==> src/rtl/hbus_pkg.sv <==
package hbus_pkg;
  // Idle level of the three active-low host controls
  typedef struct packed {
    logic cs_n;
    logic rd_n;
    logic wr_n;
  } hbus_strb_t;

  localparam hbus_strb_t STRB_IDLE = '{cs_n: 1'b1, rd_n: 1'b1, wr_n: 1'b1};
endpackage

==> src/rtl/hbus_sync.sv <==
module hbus_sync #(
  parameter int          W       = 1,
  parameter int          STAGES  = 2,
  parameter logic [W-1:0] RST_VAL = '0
) (
  input  logic         clk,
  input  logic         rst,
  input  logic [W-1:0] d,
  output logic [W-1:0] q
);
  logic [W-1:0] chain [STAGES];

  for (genvar s = 0; s < STAGES; s++) begin : g_stage
    if (s == 0) begin : g_first
      always_ff @(posedge clk) begin
        if (rst) chain[s] <= RST_VAL;
        else     chain[s] <= d;
      end
    end else begin : g_next
      always_ff @(posedge clk) begin
        if (rst) chain[s] <= RST_VAL;
        else     chain[s] <= chain[s-1];
      end
    end
  end

  assign q = chain[STAGES-1];
endmodule

==> src/rtl/hbus_strobe_decode.sv <==
module hbus_strobe_decode
  import hbus_pkg::*;
#(
  parameter int DATA_W = 8
) (
  input  logic              clk,
  input  logic              rst,
  input  hbus_strb_t        strb_s,
  input  logic [DATA_W-1:0] pad_s,
  output logic              cap,
  output logic [DATA_W-1:0] cap_data,
  output logic              host_rd
);
  // One-cycle-old copies, aligned with each other
  logic              wr_d;
  logic              cs_d;
  logic [DATA_W-1:0] pad_d;

  always_ff @(posedge clk) begin
    if (rst) begin
      wr_d  <= 1'b1;
      cs_d  <= 1'b1;
      pad_d <= '0;
    end else begin
      wr_d  <= strb_s.wr_n;
      cs_d  <= strb_s.cs_n;
      pad_d <= pad_s;
    end
  end

  // Trailing edge of the write strobe, chip select held low while it was low
  assign cap      = strb_s.wr_n & ~wr_d & ~cs_d;
  assign cap_data = pad_d;
  assign host_rd  = ~strb_s.cs_n & ~strb_s.rd_n;
endmodule

==> src/rtl/hbus_q_latch.sv <==
module hbus_q_latch #(
  parameter int DATA_W = 8
) (
  input  logic              clk,
  input  logic              rst,
  input  logic              cap,
  input  logic [DATA_W-1:0] cap_data,
  input  logic              host_rd,
  input  logic              load,
  input  logic [DATA_W-1:0] load_data,
  input  logic              drv_en,
  input  logic              irq_clr,
  output logic [DATA_W-1:0] q,
  output logic              oe,
  output logic              irq
);
  // Host capture has priority over the core load
  always_ff @(posedge clk) begin
    if (rst)       q <= '0;
    else if (cap)  q <= cap_data;
    else if (load) q <= load_data;
  end

  always_ff @(posedge clk) begin
    if (rst)                   irq <= 1'b0;
    else if (cap)              irq <= 1'b1;
    else if (irq_clr || load)  irq <= 1'b0;
  end

  always_ff @(posedge clk) begin
    if (rst) oe <= 1'b0;
    else     oe <= drv_en | host_rd;
  end
endmodule

==> src/rtl/hbus_slave_latch.sv <==
module hbus_slave_latch
  import hbus_pkg::*;
#(
  parameter int DATA_W      = 8,
  parameter int SYNC_STAGES = 2
) (
  input  logic              clk,
  input  logic              rst,
  input  logic              host_cs_n,
  input  logic              host_rd_n,
  input  logic              host_wr_n,
  input  logic [DATA_W-1:0] pad_in,
  output logic [DATA_W-1:0] pad_out,
  output logic              pad_oe,
  input  logic              core_q_load,
  input  logic [DATA_W-1:0] core_q_data,
  input  logic              core_drv_en,
  input  logic              core_irq_clr,
  output logic [DATA_W-1:0] core_pins,
  output logic              host_irq
);
  localparam int STRB_W = $bits(hbus_strb_t);

  hbus_strb_t        strb_raw;
  hbus_strb_t        strb_s;
  logic [DATA_W-1:0] pad_s;
  logic              cap_w;
  logic [DATA_W-1:0] cap_data_w;
  logic              host_rd_w;

  assign strb_raw = '{cs_n: host_cs_n, rd_n: host_rd_n, wr_n: host_wr_n};

  hbus_sync #(.W(STRB_W), .STAGES(SYNC_STAGES), .RST_VAL(STRB_IDLE)) u_strb_sync (
    .clk(clk), .rst(rst), .d(strb_raw), .q(strb_s)
  );

  hbus_sync #(.W(DATA_W), .STAGES(SYNC_STAGES), .RST_VAL('0)) u_pad_sync (
    .clk(clk), .rst(rst), .d(pad_in), .q(pad_s)
  );

  hbus_strobe_decode #(.DATA_W(DATA_W)) u_dec (
    .clk(clk), .rst(rst), .strb_s(strb_s), .pad_s(pad_s),
    .cap(cap_w), .cap_data(cap_data_w), .host_rd(host_rd_w)
  );

  hbus_q_latch #(.DATA_W(DATA_W)) u_q (
    .clk(clk), .rst(rst), .cap(cap_w), .cap_data(cap_data_w),
    .host_rd(host_rd_w), .load(core_q_load), .load_data(core_q_data),
    .drv_en(core_drv_en), .irq_clr(core_irq_clr),
    .q(pad_out), .oe(pad_oe), .irq(host_irq)
  );

  assign core_pins = pad_s;
endmodule

==> config.mk <==
export PLATFORM = sky130hd
export DESIGN_NAME = hbus_slave_latch
export DESIGN_NICKNAME = d
export VERILOG_FILES = /design/src/rtl/hbus_pkg.sv /design/src/rtl/hbus_sync.sv /design/src/rtl/hbus_strobe_decode.sv /design/src/rtl/hbus_q_latch.sv /design/src/rtl/hbus_slave_latch.sv
export SDC_FILE = /design/constraint.sdc
export NUM_CORES = 1
export LEC_CHECK = 0
export CORE_MARGIN = 1
export CORE_UTILIZATION = 48
export DETAILED_ROUTE_END_ITERATION = 10
export GPL_ROUTABILITY_DRIVEN = 0
export HOLD_SLACK_MARGIN = 0.15
export PLACE_DENSITY = 0.82
export SLEW_MARGIN = 25
export SYNTH_ARGS = -nofsm -noshare
export SYNTH_HDL_FRONTEND = slang
export SYNTH_SLANG_ARGS = --single-unit
==> constraint.sdc <==
create_clock -name clk -period 2.7 [get_ports clk]
set_clock_uncertainty 0.05 [all_clocks]
set_input_delay 0.81 -clock clk [delete_from_list [all_inputs] [get_ports clk]]
set_output_delay 0.81 -clock clk [all_outputs]
set_load 0.02 [all_outputs]
==> reports/results.tsv <==
stage	metric	value	unit
outcome	status	complete, no violations	
placed_design	Placed Cells	177	
finish	most common cell after layout, fill and taps aside	dfxtp_1	
min_path	Worst Min Path Start	u_strb_sync.chain[0][2]	
synth	top cells by area, synth	dfxtp_1, nor2b_1, a211oi_2, mux2i_1, nor4b_1	
timing	total negative slack	0	ns
finish	most frequent cells in the layout	dfxtp_1, clkdlybuf4s50_1, nor2b_1	
finish	# nets final	177	
detailed_routing	drt pass-1 iters	2	
global_route	initial antenna violation count	0	
synth	syn nets	135	
synth	post-synthesis adder-cell area fraction	0	%
detailed_routing	vias	891	
min_path	Hold WC Path Type	flop to flop	
synth	Post-Synth Simple-Gate Area	21.20	%
finish	Non-Filler Instances	185	
timing	Fmax achieved	463.8	MHz
detailed_routing	DRT iter0 DRCs	6	
global_route	first-pass GRT wire length	3491	µm
synth	synthesized flop and latch total	42	
pwr	Leakage	0.6914	nW
setup_path	Crit path arrival time	1.30	ns
synth	Mapped Area	0.001375	mm²
clocking	CTS sink count	42	
setup_path	critical path class	flop to output port	
global_route	vias in the first global route	837	
timing	measured slew at the worst slew-check pin	0.4221	ns
clocking	Num CTS Buffers	5	
synth	synth warn	0	
setup_path	Worst Setup SP	u_pad_sync.chain[1][7]	
clocking	CTS Hold Buffers Added	0	
detailed_routing	DRC Markers	0	
setup_path	Crit Path Max Fanout	2	
floorplanning	row cnt	19	
setup_path	WP data required	1.84	ns
timing	final period utilization	79.86	%
detailed_routing	Final ANT Viol Nets	0	
synth	Synth cell types	15	
floorplanning	core region area	0.002734	mm²
setup_path	crit path launch type	flop	
finish	register area	840.8	µm²
setup_path	worst path cell trace	clkdlybuf4s50_1	
clocking	CTS Root Cell	clkbuf_4	
setup_path	Max stage delay on crit path	0.61	ns
clocking	CTS tree	yes	
timing	Period minus WS final	2.156	ns
global_route	largest net degree at the start of global routing	43	
setup_path	slowest library cell on the worst path	clkdlybuf4s50_1	
floorplanning	Ports	42	
global_route	total global routing overflow	0	
timing	Final Hold Vio Count	0	
synth	top cell type by total area after synthesis	dfxtp_1	
timing	final setup violation count	0	
finish	Filler Cell Count	216	
clocking	postcts setup bufs	0	
synth	synthesized netlist cell count	111	
setup_path	Critical R2R Launch	u_strb_sync.chain[1][0]	
clocking	clk_lat worst skew	0.34	ns
synth	fraction of the mapped netlist area in compound gates	8.371	%
clocking	clock slew at the register clock pins of the worst setup and hold paths	0.11	ns
pwr	maximum vdd ir drop	0.5688	mV
finish	multi-input logic area	486.7	µm²
setup_path	Crit path buffers/inverters	1	
placed_design	Place WS	0.6011	ns
timing	RSZ-0062 raised after global routing	false	
synth	Post-Synth XOR/XNOR Area	0	%
floorplanning	Die Area	0.003083	mm²
pwr	PwrDens	584.8	mW/mm²
floorplanning	Die Y	55.53	µm
placed_design	number of port buffers	41	
finish	area delta synth->final	34.67	%
finish	ANT cells	0	
timing	Slew HR	71.86	%
finish	share of layout cells above drive strength 1	12.34	%
setup_path	Crit path max-delay family	buffers and inverters	
floorplanning	Starting Density	50.30	%
global_route	Overall Global Routing Usage	14.68	%
timing	max-slew violations	0	
synth	post-synth top area share	61.15	%
synth	Seq/Total Area, Yosys	61.15	%
clocking	Clock Path Buffers	2	
synth	Mapped Avg Cell Area	12.39	µm²
synth	largest family of logic cells by synthesized area	simple AND/OR/NAND/NOR gates	
floorplanning	Die Width	55.53	µm
detailed_routing	Via density	4.816	
timing	post-route setup slack	0.5437	ns
synth	mux share of post-synthesis cell area	5.823	%
clocking	CTS resizes	0	
detailed_routing	wire length per cell	10.84	µm
clocking	htree depth	2	
setup_path	nature of the critical path endpoint	output port	
detailed_routing	post-detailed-routing wire length	2006	µm
job	Max-Cap Viols	0	
## worst reg2reg max path, cell delays in order (launching register included)
cell      delay, ns
dfxtp_1        0.46
or3b_1         0.58
a211oi_2       0.24
## synth_stat cells, drive strengths merged
library cell / instances
dfxtp: 42
nor2b: 24
a211oi: 8
mux2i: 8
nor4b: 8
or2: 8
buf: 5
clkbuf: 3
or3b: 2
a21oi: 1
nor2: 1
o21ba: 1
## final cells by class
| class | instances | share of cell area [%] |
|---|---|---|
| Timing Repair Buffer | 43 | 22.97 |
| Multi-Input combinational cell | 61 | 26.28 |
| Sequential cell | 42 | 45.41 |
| Clock inverter | 1 | 0.2703 |
| Tap cell | 31 | 2.095 |
| Clock buffer | 7 | 2.973 |
## cells by family after synthesis
group | after synthesis
simple gates | 43
mux | 8
compound gates | 10
buf+inv | 8
flops | 42
## sequential cells by signal, summed over array words and instances, names as in the netlist
name,count
u_dec.cs_d,1
u_dec.wr_d,1
u_pad_sync.chain,16
u_strb_sync.chain,6
u_q.oe,1
u_dec.cap_data,8
u_q.irq,1
u_q.q,8
## per-stage QoR
stage               area, µm²  power [mW]  utilization (%)  hold WS [ns]
floorplan                1375      0.7294                -        0.3332
global route             1852       1.142            67.73        0.4001
finish                   1852       1.083            67.73        0.3629
detailed placement       1792      0.7945            65.54        0.3371
CTS                      1852       1.098            67.73        0.3620
global placement         1792      0.7903            65.54        0.3378
## where the power goes
part	internal (mW)	total [mW]	switching [mW]	leakage (nW)
Combinational	0.0746	0.121	0.0460	0.310
Sequential	0.647	0.658	0.0112	0.346
Clock	0.126	0.304	0.178	0.0353
## final timing paths
check                                 end  slack (ns)  depth (start not counted)
setup reg to reg                 u_q.q[1]        1.30                          2
setup / recovery             core_pins[7]        0.54                          1
hold / removal    u_strb_sync.chain[1][2]        0.36                          1
hold reg to reg   u_strb_sync.chain[1][2]        0.36                          1
## metal layers
metal	global-route usage, %	vias up	share of wire [%]
met3	7.260	6	8.4
met5	0	-	0
met4	8.571	0	2.5
met1	16.69	390	44
met2	22.20	37	45
li1	-	458	-
Power figures use the tool's default switching activity.
